## config.mk

```make
export PLATFORM = sky130hd
export DESIGN_NAME = bcd_adj_unit
export DESIGN_NICKNAME = d
export VERILOG_FILES = /design/src/rtl/bcd_adj_pkg.sv /design/src/rtl/bcd_adj_core.sv /design/src/rtl/bcd_adj_timer.sv /design/src/rtl/bcd_adj_unit.sv
export SDC_FILE = /design/constraint.sdc
export NUM_CORES = 1
export LEC_CHECK = 0
export ABC_AREA = 1
export BUFFER_PORTS_ARGS = -buffer_cell sky130_fd_sc_hd__buf_4
export CAP_MARGIN = 20
export CORE_MARGIN = 8
export CORE_UTILIZATION = 54
export DETAILED_ROUTE_END_ITERATION = 10
export MAX_ROUTING_LAYER = met4
export PLACE_DENSITY = 0.8
export SETUP_SLACK_MARGIN = 0.15
export SLEW_MARGIN = 10
export SYNTH_ARGS = -nofsm -noshare
export SYNTH_HDL_FRONTEND = slang
export SYNTH_SLANG_ARGS = --single-unit
```

## constraint.sdc

```tcl
create_clock -name clk -period 1.04 [get_ports clk]
set_clock_uncertainty 0.05 [all_clocks]
set_input_delay 0.208 -clock clk [delete_from_list [all_inputs] [get_ports clk]]
set_output_delay 0.208 -clock clk [all_outputs]
set_load 0.1 [all_outputs]
```

## src/rtl/bcd_adj_pkg.sv

```systemverilog
package bcd_adj_pkg;
  localparam int BYTE_W = 8;
  localparam int NIB_W  = BYTE_W / 2;

  typedef enum logic [1:0] {
    OP_DEC_ADD = 2'b00,
    OP_DEC_SUB = 2'b01,
    OP_ASC_ADD = 2'b10,
    OP_ASC_SUB = 2'b11
  } adj_op_e;

  typedef struct packed {
    logic [BYTE_W-1:0] al;
    logic [BYTE_W-1:0] ah;
    logic              cf;
    logic              hf;
    logic              sf;
    logic              zf;
    logic              pf;
  } adj_res_t;
endpackage

```

## src/rtl/bcd_adj_core.sv

```systemverilog
module bcd_adj_core
  import bcd_adj_pkg::*;
(
  input  adj_op_e           op,
  input  logic [BYTE_W-1:0] al_i,
  input  logic [BYTE_W-1:0] ah_i,
  input  logic              cf_i,
  input  logic              hf_i,
  output adj_res_t          res
);
  localparam logic [BYTE_W-1:0] LO_STEP = BYTE_W'(8'h06);
  localparam logic [BYTE_W-1:0] HI_STEP = BYTE_W'(8'h60);
  localparam logic [BYTE_W-1:0] HI_LIM  = BYTE_W'(8'h99);

  logic              lo_fix, hi_fix, is_sub, is_asc;
  logic [BYTE_W-1:0] al_t, ah_t;
  logic              cf_t, hf_t;

  always_comb begin
    lo_fix = hf_i || (al_i[NIB_W-1:0] > NIB_W'(9));
    hi_fix = cf_i || (al_i > HI_LIM);
    is_sub = (op == OP_DEC_SUB) || (op == OP_ASC_SUB);
    is_asc = (op == OP_ASC_ADD) || (op == OP_ASC_SUB);
    al_t   = al_i;
    ah_t   = ah_i;
    cf_t   = cf_i;
    hf_t   = hf_i;
    if (!is_asc) begin
      if (lo_fix) begin
        al_t = is_sub ? al_t - LO_STEP : al_t + LO_STEP;
        hf_t = 1'b1;
      end
      if (hi_fix) begin
        al_t = is_sub ? al_t - HI_STEP : al_t + HI_STEP;
        cf_t = 1'b1;
      end
    end else begin
      if (lo_fix) begin
        al_t = is_sub ? al_t - LO_STEP : al_t + LO_STEP;
        ah_t = is_sub ? ah_t - 1'b1 : ah_t + 1'b1;
      end
      cf_t = lo_fix;
      hf_t = lo_fix;
      al_t = {{(BYTE_W-NIB_W){1'b0}}, al_t[NIB_W-1:0]};
    end
    res.al = al_t;
    res.ah = ah_t;
    res.cf = cf_t;
    res.hf = hf_t;
    res.sf = al_t[BYTE_W-1];
    res.zf = (al_t == '0);
    res.pf = ~^al_t;
  end
endmodule

```

## src/rtl/bcd_adj_timer.sv

```systemverilog
module bcd_adj_timer #(
  parameter int DEC_CYCLES = 9,
  parameter int ASC_CYCLES = 8
) (
  input  logic clk,
  input  logic rst_n,
  input  logic load,
  input  logic is_asc,
  output logic busy,
  output logic done
);
  localparam int MAX_C = (DEC_CYCLES > ASC_CYCLES) ? DEC_CYCLES : ASC_CYCLES;
  localparam int CNT_W = (MAX_C > 1) ? $clog2(MAX_C) : 1;
  localparam logic [CNT_W-1:0] DEC_LOAD = CNT_W'(DEC_CYCLES - 1);
  localparam logic [CNT_W-1:0] ASC_LOAD = CNT_W'(ASC_CYCLES - 1);

  logic [CNT_W-1:0] cnt_q, cnt_d;
  logic             busy_q, busy_d, done_q, done_d;

  always_comb begin
    cnt_d  = cnt_q;
    busy_d = busy_q;
    done_d = 1'b0;
    if (load) begin
      cnt_d  = is_asc ? ASC_LOAD : DEC_LOAD;
      busy_d = 1'b1;
    end else if (busy_q) begin
      if (cnt_q == '0) begin
        busy_d = 1'b0;
        done_d = 1'b1;
      end else begin
        cnt_d = cnt_q - 1'b1;
      end
    end
  end

  always_ff @(posedge clk or negedge rst_n) begin
    if (!rst_n) begin
      cnt_q  <= '0;
      busy_q <= 1'b0;
      done_q <= 1'b0;
    end else begin
      cnt_q  <= cnt_d;
      busy_q <= busy_d;
      done_q <= done_d;
    end
  end

  assign busy = busy_q;
  assign done = done_q;
endmodule

```

## src/rtl/bcd_adj_unit.sv

```systemverilog
module bcd_adj_unit
  import bcd_adj_pkg::*;
#(
  parameter int DEC_CYCLES = 9,
  parameter int ASC_CYCLES = 8
) (
  input  logic       clk,
  input  logic       rst_n,
  input  logic       start,
  input  logic [1:0] op,
  input  logic [7:0] al_in,
  input  logic [7:0] ah_in,
  input  logic       cf_in,
  input  logic       hf_in,
  output logic [7:0] al_out,
  output logic [7:0] ah_out,
  output logic       cf_out,
  output logic       hf_out,
  output logic       sf_out,
  output logic       zf_out,
  output logic       pf_out,
  output logic       busy,
  output logic       done
);
  logic     rst_meta_n, rst_sync_n;
  logic     accept;
  adj_op_e  op_sel;
  adj_op_e  op_q;
  adj_res_t res_d, res_q;

  always_ff @(posedge clk or negedge rst_n) begin
    if (!rst_n) begin
      rst_meta_n <= 1'b0;
      rst_sync_n <= 1'b0;
    end else begin
      rst_meta_n <= 1'b1;
      rst_sync_n <= rst_meta_n;
    end
  end

  assign op_sel = adj_op_e'(op);
  assign accept = start && !busy;

  bcd_adj_core u_core (
    .op   (op_sel),
    .al_i (al_in),
    .ah_i (ah_in),
    .cf_i (cf_in),
    .hf_i (hf_in),
    .res  (res_d)
  );

  bcd_adj_timer #(
    .DEC_CYCLES (DEC_CYCLES),
    .ASC_CYCLES (ASC_CYCLES)
  ) u_timer (
    .clk    (clk),
    .rst_n  (rst_sync_n),
    .load   (accept),
    .is_asc (op[1]),
    .busy   (busy),
    .done   (done)
  );

  always_ff @(posedge clk or negedge rst_sync_n) begin
    if (!rst_sync_n) begin
      res_q <= '0;
      op_q  <= OP_DEC_ADD;
    end else if (accept) begin
      res_q <= res_d;
      op_q  <= op_sel;
    end
  end

  assign al_out = res_q.al;
  assign ah_out = res_q.ah;
  assign cf_out = res_q.cf;
  assign hf_out = res_q.hf;
  assign sf_out = res_q.sf;
  assign zf_out = res_q.zf;
  assign pf_out = res_q.pf;
endmodule

```

==> impl_metrics.csv, run 1 <==
group,metric,value,unit
run_status,status,"stopped before the end",
run_status,lastStage,"clock tree synthesis (4_1_cts)",
run_status,error,"[ERROR DPL-0038] Utilization greater than 100%, impossible to legalize",
yosys,synth_fp_nets,311,
die,initial_core_util,55.72,%
cts,htree_levels,1,
die,chipWidth,77.23,um
yosys,yosys_warnings,0,
place,dp_hpwl,4.412,mm
place,gp_congestion,0.8845,
yosys,avgSynthCellArea,7.554,um2
yosys,synth-seq-area-share,34.61,%
cts,root_buffer,"clkbuf_8",
yosys,ys_ff_latch,28,
yosys,ys_types,33,
yosys,synth.top_cell.area_share,34.61,%
cts,cts_max_path_buffers,2,
die,rows,22,
cts,cts_hold_buf,1,
yosys,synth_area,2024,um2
cts,cts_resized,180,
die,die_h,77.23,um
place,io_buffers,45,
cts,cts_buffers,3,
cts,post-cts-setup-buffers,29,
yosys,syn_inst,268,
cts,cts_sinks,28,
yosys,netlist_top_cells_area,"dfrtp_1 (35%), nand2_1 (14%), ha_1 (11%), nand3_1 (5.9%), inv_1 (5.9%)",
yosys,synth_area_leader_cell,"dfrtp_1",
die,io_pins,46,
==> cells in the mapped netlist <==
| master | n |
|---|---|
| nand2_1 | 74 |
| inv_1 | 32 |
| dfrtp_1 | 28 |
| nand3_1 | 24 |
| ha_1 | 17 |
| o21ai_0 | 16 |
| a21oi_1 | 14 |
| nor2_1 | 11 |
| or2_2 | 6 |
| xor2_1 | 6 |
| nand4_1 | 5 |
| a21boi_0 | 3 |
| clkbuf_1 | 3 |
| fa_1 | 3 |
| or2_0 | 3 |
| a22oi_1 | 2 |
| a31oi_1 | 2 |
| buf_6 | 2 |
| o211ai_1 | 2 |
| xnor2_1 | 2 |
| and2_1 | 1 |
| buf_4 | 1 |
| conb_1 | 1 |
| inv_2 | 1 |
| nand2_2 | 1 |
| nand3b_1 | 1 |
| nor2_2 | 1 |
| nor2_4 | 1 |
| nor3_1 | 1 |
| nor3b_1 | 1 |
| o21a_1 | 1 |
| o22ai_1 | 1 |
| or2_1 | 1 |
==> kinds of logic after synthesis <==
logic type	count (synthesis)	share of synthesized area [%]
buffers and inverters	39	8.158
AND/OR/NAND/NOR	131	28.80
flip-flops	28	34.61
adder cells (fa/ha/maj)	20	13.47
other	1	0.1852
XOR/XNOR	8	3.461
AO/OA/AOI/OAI	41	11.31
==> per-stage QoR <==
stage          cell area, um2  utilization [%]  instances  setup slack [ps]  TNS, ps
3_3_place_gp             2923            80.44        410             -2107   -16640
3_5_place_dp             2923            80.44        410             -2187   -17800
2_1_floorplan            2198                -        268             -2027   -13680
==> inputs of run 2 (changes only) <==
--- a/config.mk
+++ b/config.mk
@@ -9,11 +9,9 @@
 export BUFFER_PORTS_ARGS = -buffer_cell sky130_fd_sc_hd__buf_4
 export CAP_MARGIN = 20
 export CORE_MARGIN = 8
-export CORE_UTILIZATION = 54
+export CORE_UTILIZATION = 40
 export DETAILED_ROUTE_END_ITERATION = 10
-export MAX_ROUTING_LAYER = met4
-export PLACE_DENSITY = 0.8
-export SETUP_SLACK_MARGIN = 0.15
+export PLACE_DENSITY_LB_ADDON = 0.15
 export SLEW_MARGIN = 10
 export SYNTH_ARGS = -nofsm -noshare
 export SYNTH_HDL_FRONTEND = slang
==> impl_metrics.csv, run 2 <==
group,metric,value,unit
worst_setup_path,cp.required,1190,ps
timing,drv_slew,0,
yosys,synth-seq-area-share,34.61,%
worst_setup_path,path_max_fanout,2,
yosys,ys_types,33,
routing,final_antenna_net_count,0,
timing,min_period,2749,ps
finish,areaGrowthSynthToFinish,90.30,%
finish,final_cell_mix,"buf_4 (62), nand2_1 (60), buf_12 (24)",
routing,first_iter_violations,108,
pwr,clock_power_share,5.8,%
pwr,p_sw,0.005346,W
worst_setup_path,critical-path-slowest-cell,"fa_2",
timing,finalSetupViolCount,48,
run_status,violations,"negative setup slack",
finish,fin_nets,420,
worst_setup_path,end_kind,"register",
pwr,p_comb_share,73.8,%
worst_setup_path,critical-path-top-delay-family,"simple AND/OR/NAND/NOR gates",
die,io_pins,46,
worst_setup_path,cp_slowest_stage_delay,370,ps
yosys,yosys_warnings,0,
routing,drt-pass1-iter-count,4,
timing,hold_viol,0,
finish,drive_above_1_share,57.98,%
place,io_buffers,45,
yosys,yosysMostFrequentCell,"nand2_1",
cts,cts_sinks,28,
worst_setup_path,crit_top_cell,"nand2_2",
pwr,ir_drop,0.001428,V
worst_setup_path,arrival,2900,ps
hold_path,hold_class,"in2reg",
place,dp_hpwl,4.191,mm
yosys,synthArstFlopShare,100.0,%
finish,largest_reg_flops,8,
routing,routedWlPerCell,14.00,um
yosys,ys_ff_latch,28,
pwr,leakagePower,1.806,nW
die,rows,26,
global_route,antenna_found_initial,0,
die,initial_core_util,40.41,%
pwr,pwr-share-seq,20.5,%
global_route,grt_usage,15.90,%
worst_setup_path,crit_buf_inv,4,
cts,cts_buffers,3,
worst_setup_path,cp-start-kind,"primary input",
timing,holdWs,143.7,ps
worst_setup_path,cp.depth,21,
timing,setup_ws,-1709,ps
yosys,avgSynthCellArea,7.554,um2
die,die_area,7593,um2
pwr,switching_share,52.14,%
pwr,p_int,0.004908,W
cts,cts_max_path_buffers,2,
yosys,synth_area,2024,um2
routing,postRouteWirelength,6.246,mm
job,drv_cap,0,
worst_setup_path,path_class,"in2reg",
global_route,grt_pass1_vias,2123,
routing,drc,0,
cts,insertion_delay,270,ps
cts,cts_tree,"yes",
cts,root_buffer,"clkbuf_8",
yosys,syn_inst,268,
timing,clock.fmax,363.7,MHz
global_route,grt_first_pass_wirelength,9.929,mm
cts,clk_pin_slew,100,ps
routing,vias,2175,
yosys,synthFlopType,"dfrtp_1",
place,gp_congestion,0.8131,
yosys,synth_fp_nets,311,
global_route,grt_start_max_net_pins,27,
die,die_h,87.14,um
timing,fin_crit_sh,264.4,%
cts,htree_levels,1,
finish,fin_area,3852,um2
pwr,p_per_area,2662,nW/um2
hold_path,worstHoldPathCells,3,
place,dpl_cell_area,2870,um2
routing,via_per_inst,4.877,
run_status,status,"finished, violations left",
die,core-area,5010,um2
finish,diodes,0,
yosys,synth-edff-count,0,
timing,grt_setup_unrepaired,"yes",
yosys,synth.top_cell.area_share,34.61,%
yosys,synth_area_leader_cell,"dfrtp_1",
finish,layout_commonest_cell,"buf_4",
worst_setup_path,rr_worst_depth,7,
worst_setup_path,path_cells,"buf_8, inv_4, fa_2, inv_2, nand2_2, nand2_2, and2_4, or2_0, nand3_1, nand2_2, inv_2, fa_2, or2_4, nand2_2, a21oi_2, nand3_2, nand3_2, ha_4, xor2_2, or2_4, a31oi_1",
global_route,gr-total-overflow,0,
die,chipWidth,87.14,um
yosys,netlist_top_cells_area,"dfrtp_1 (35%), nand2_1 (14%), ha_1 (11%), nand3_1 (5.9%), inv_1 (5.9%)",
yosys,yosys-top-cells-count,"nand2_1 (74), inv_1 (32), dfrtp_1 (28)",
-- run 2: per-stage QoR --
step | setup TNS, ps | util (%) | instances | worst slack, ps | power [W]
3_3_place_gp | -17110 | 57.29 | 426 | -2120 | 0.007509
3_5_place_dp | -17520 | 57.29 | 426 | -2170 | 0.007582
2_1_floorplan | -13730 | - | 268 | -2027 | 0.006201
4_1_cts | -12360 | 71.35 | 439 | -1670 | 0.009589
5_1_grt | -15480 | 76.90 | 446 | -1841 | 0.01074
6_report | -13130 | 76.90 | 446 | -1709 | 0.01025
-- run 2: kinds of logic (layout without fill, tap and decap cells) --
group / after synthesis / count (layout) / synth area share (%)
other: 1 / 1 / 0.1852
buffers and inverters: 39 / 146 / 8.158
DFF: 28 / 28 / 34.61
and+or+nand+nor: 131 / 132 / 28.80
AOI/OAI and AO/OA: 41 / 41 / 11.31
xor gates and xnor gates: 8 / 8 / 3.461
adders and majority gates: 20 / 20 / 13.47
-- run 2: final timing paths --
kind,startpoint,end,slack (ps)
max,al_in[2],pf_out,-1710
min,ah_in[4],ah_out[4],140
max reg2reg,u_timer.busy,u_timer.cnt_q[3],-410
min reg2reg,rst_sync_n,al_out[1],170
max in group asynchronous,rst_sync_n,u_timer.busy,590
min in group asynchronous,rst_sync_n,al_out[1],170
-- run 2: final cells by class --
class,instances,area [um2]
Sequential cell,28,732.0
Multi-Input combinational cell,202,1620
Tap cell,70,87.58
Fill cell,338,1157
Clock buffer,4,45.04
Timing Repair Buffer,109,1229
Inverter,33,138.9
-- run 2: power groups by stage --
stage,clock network [W],logic [W],registers (W)
finish,0.000592,0.00756,0.00210
CTS,0.000593,0.00696,0.00204
global route,0.000647,0.00795,0.00215
global placement,0,0.00562,0.00188
floorplan,0,0.00161,0.00459
detailed placement,0,0.00568,0.00190
-- run 2: tightest hold or removal path, delay by kind of cell --
kind                   cells  cell delay [ps]
buffers and inverters      1              100
AND/OR/NAND/NOR            2              120
-- run 2: timing repair --
item | in CTS | in global routing
setup buffers | 8 | 8
hold buffers | 1 | 0
resized for setup | 136 | 51
endpoints found under the setup margin | 49 | 49
endpoints found under the hold margin | 2 | 0
pin swaps | 25 | 15
gates cloned | 1 | 1
-- run 2: per-layer routing --
| metal | GRT usage (%) | wire length [um] | up-vias |
|---|---|---|---|
| li1 | - | - | 1092 |
| met1 | 19.84 | 2671 | 1038 |
| met2 | 28.52 | 3316 | 41 |
| met3 | 1.698 | 190 | 4 |
| met4 | 3.281 | 68 | 0 |
| met5 | 0 | 0 | - |
Power figures use the tool's default switching activity.
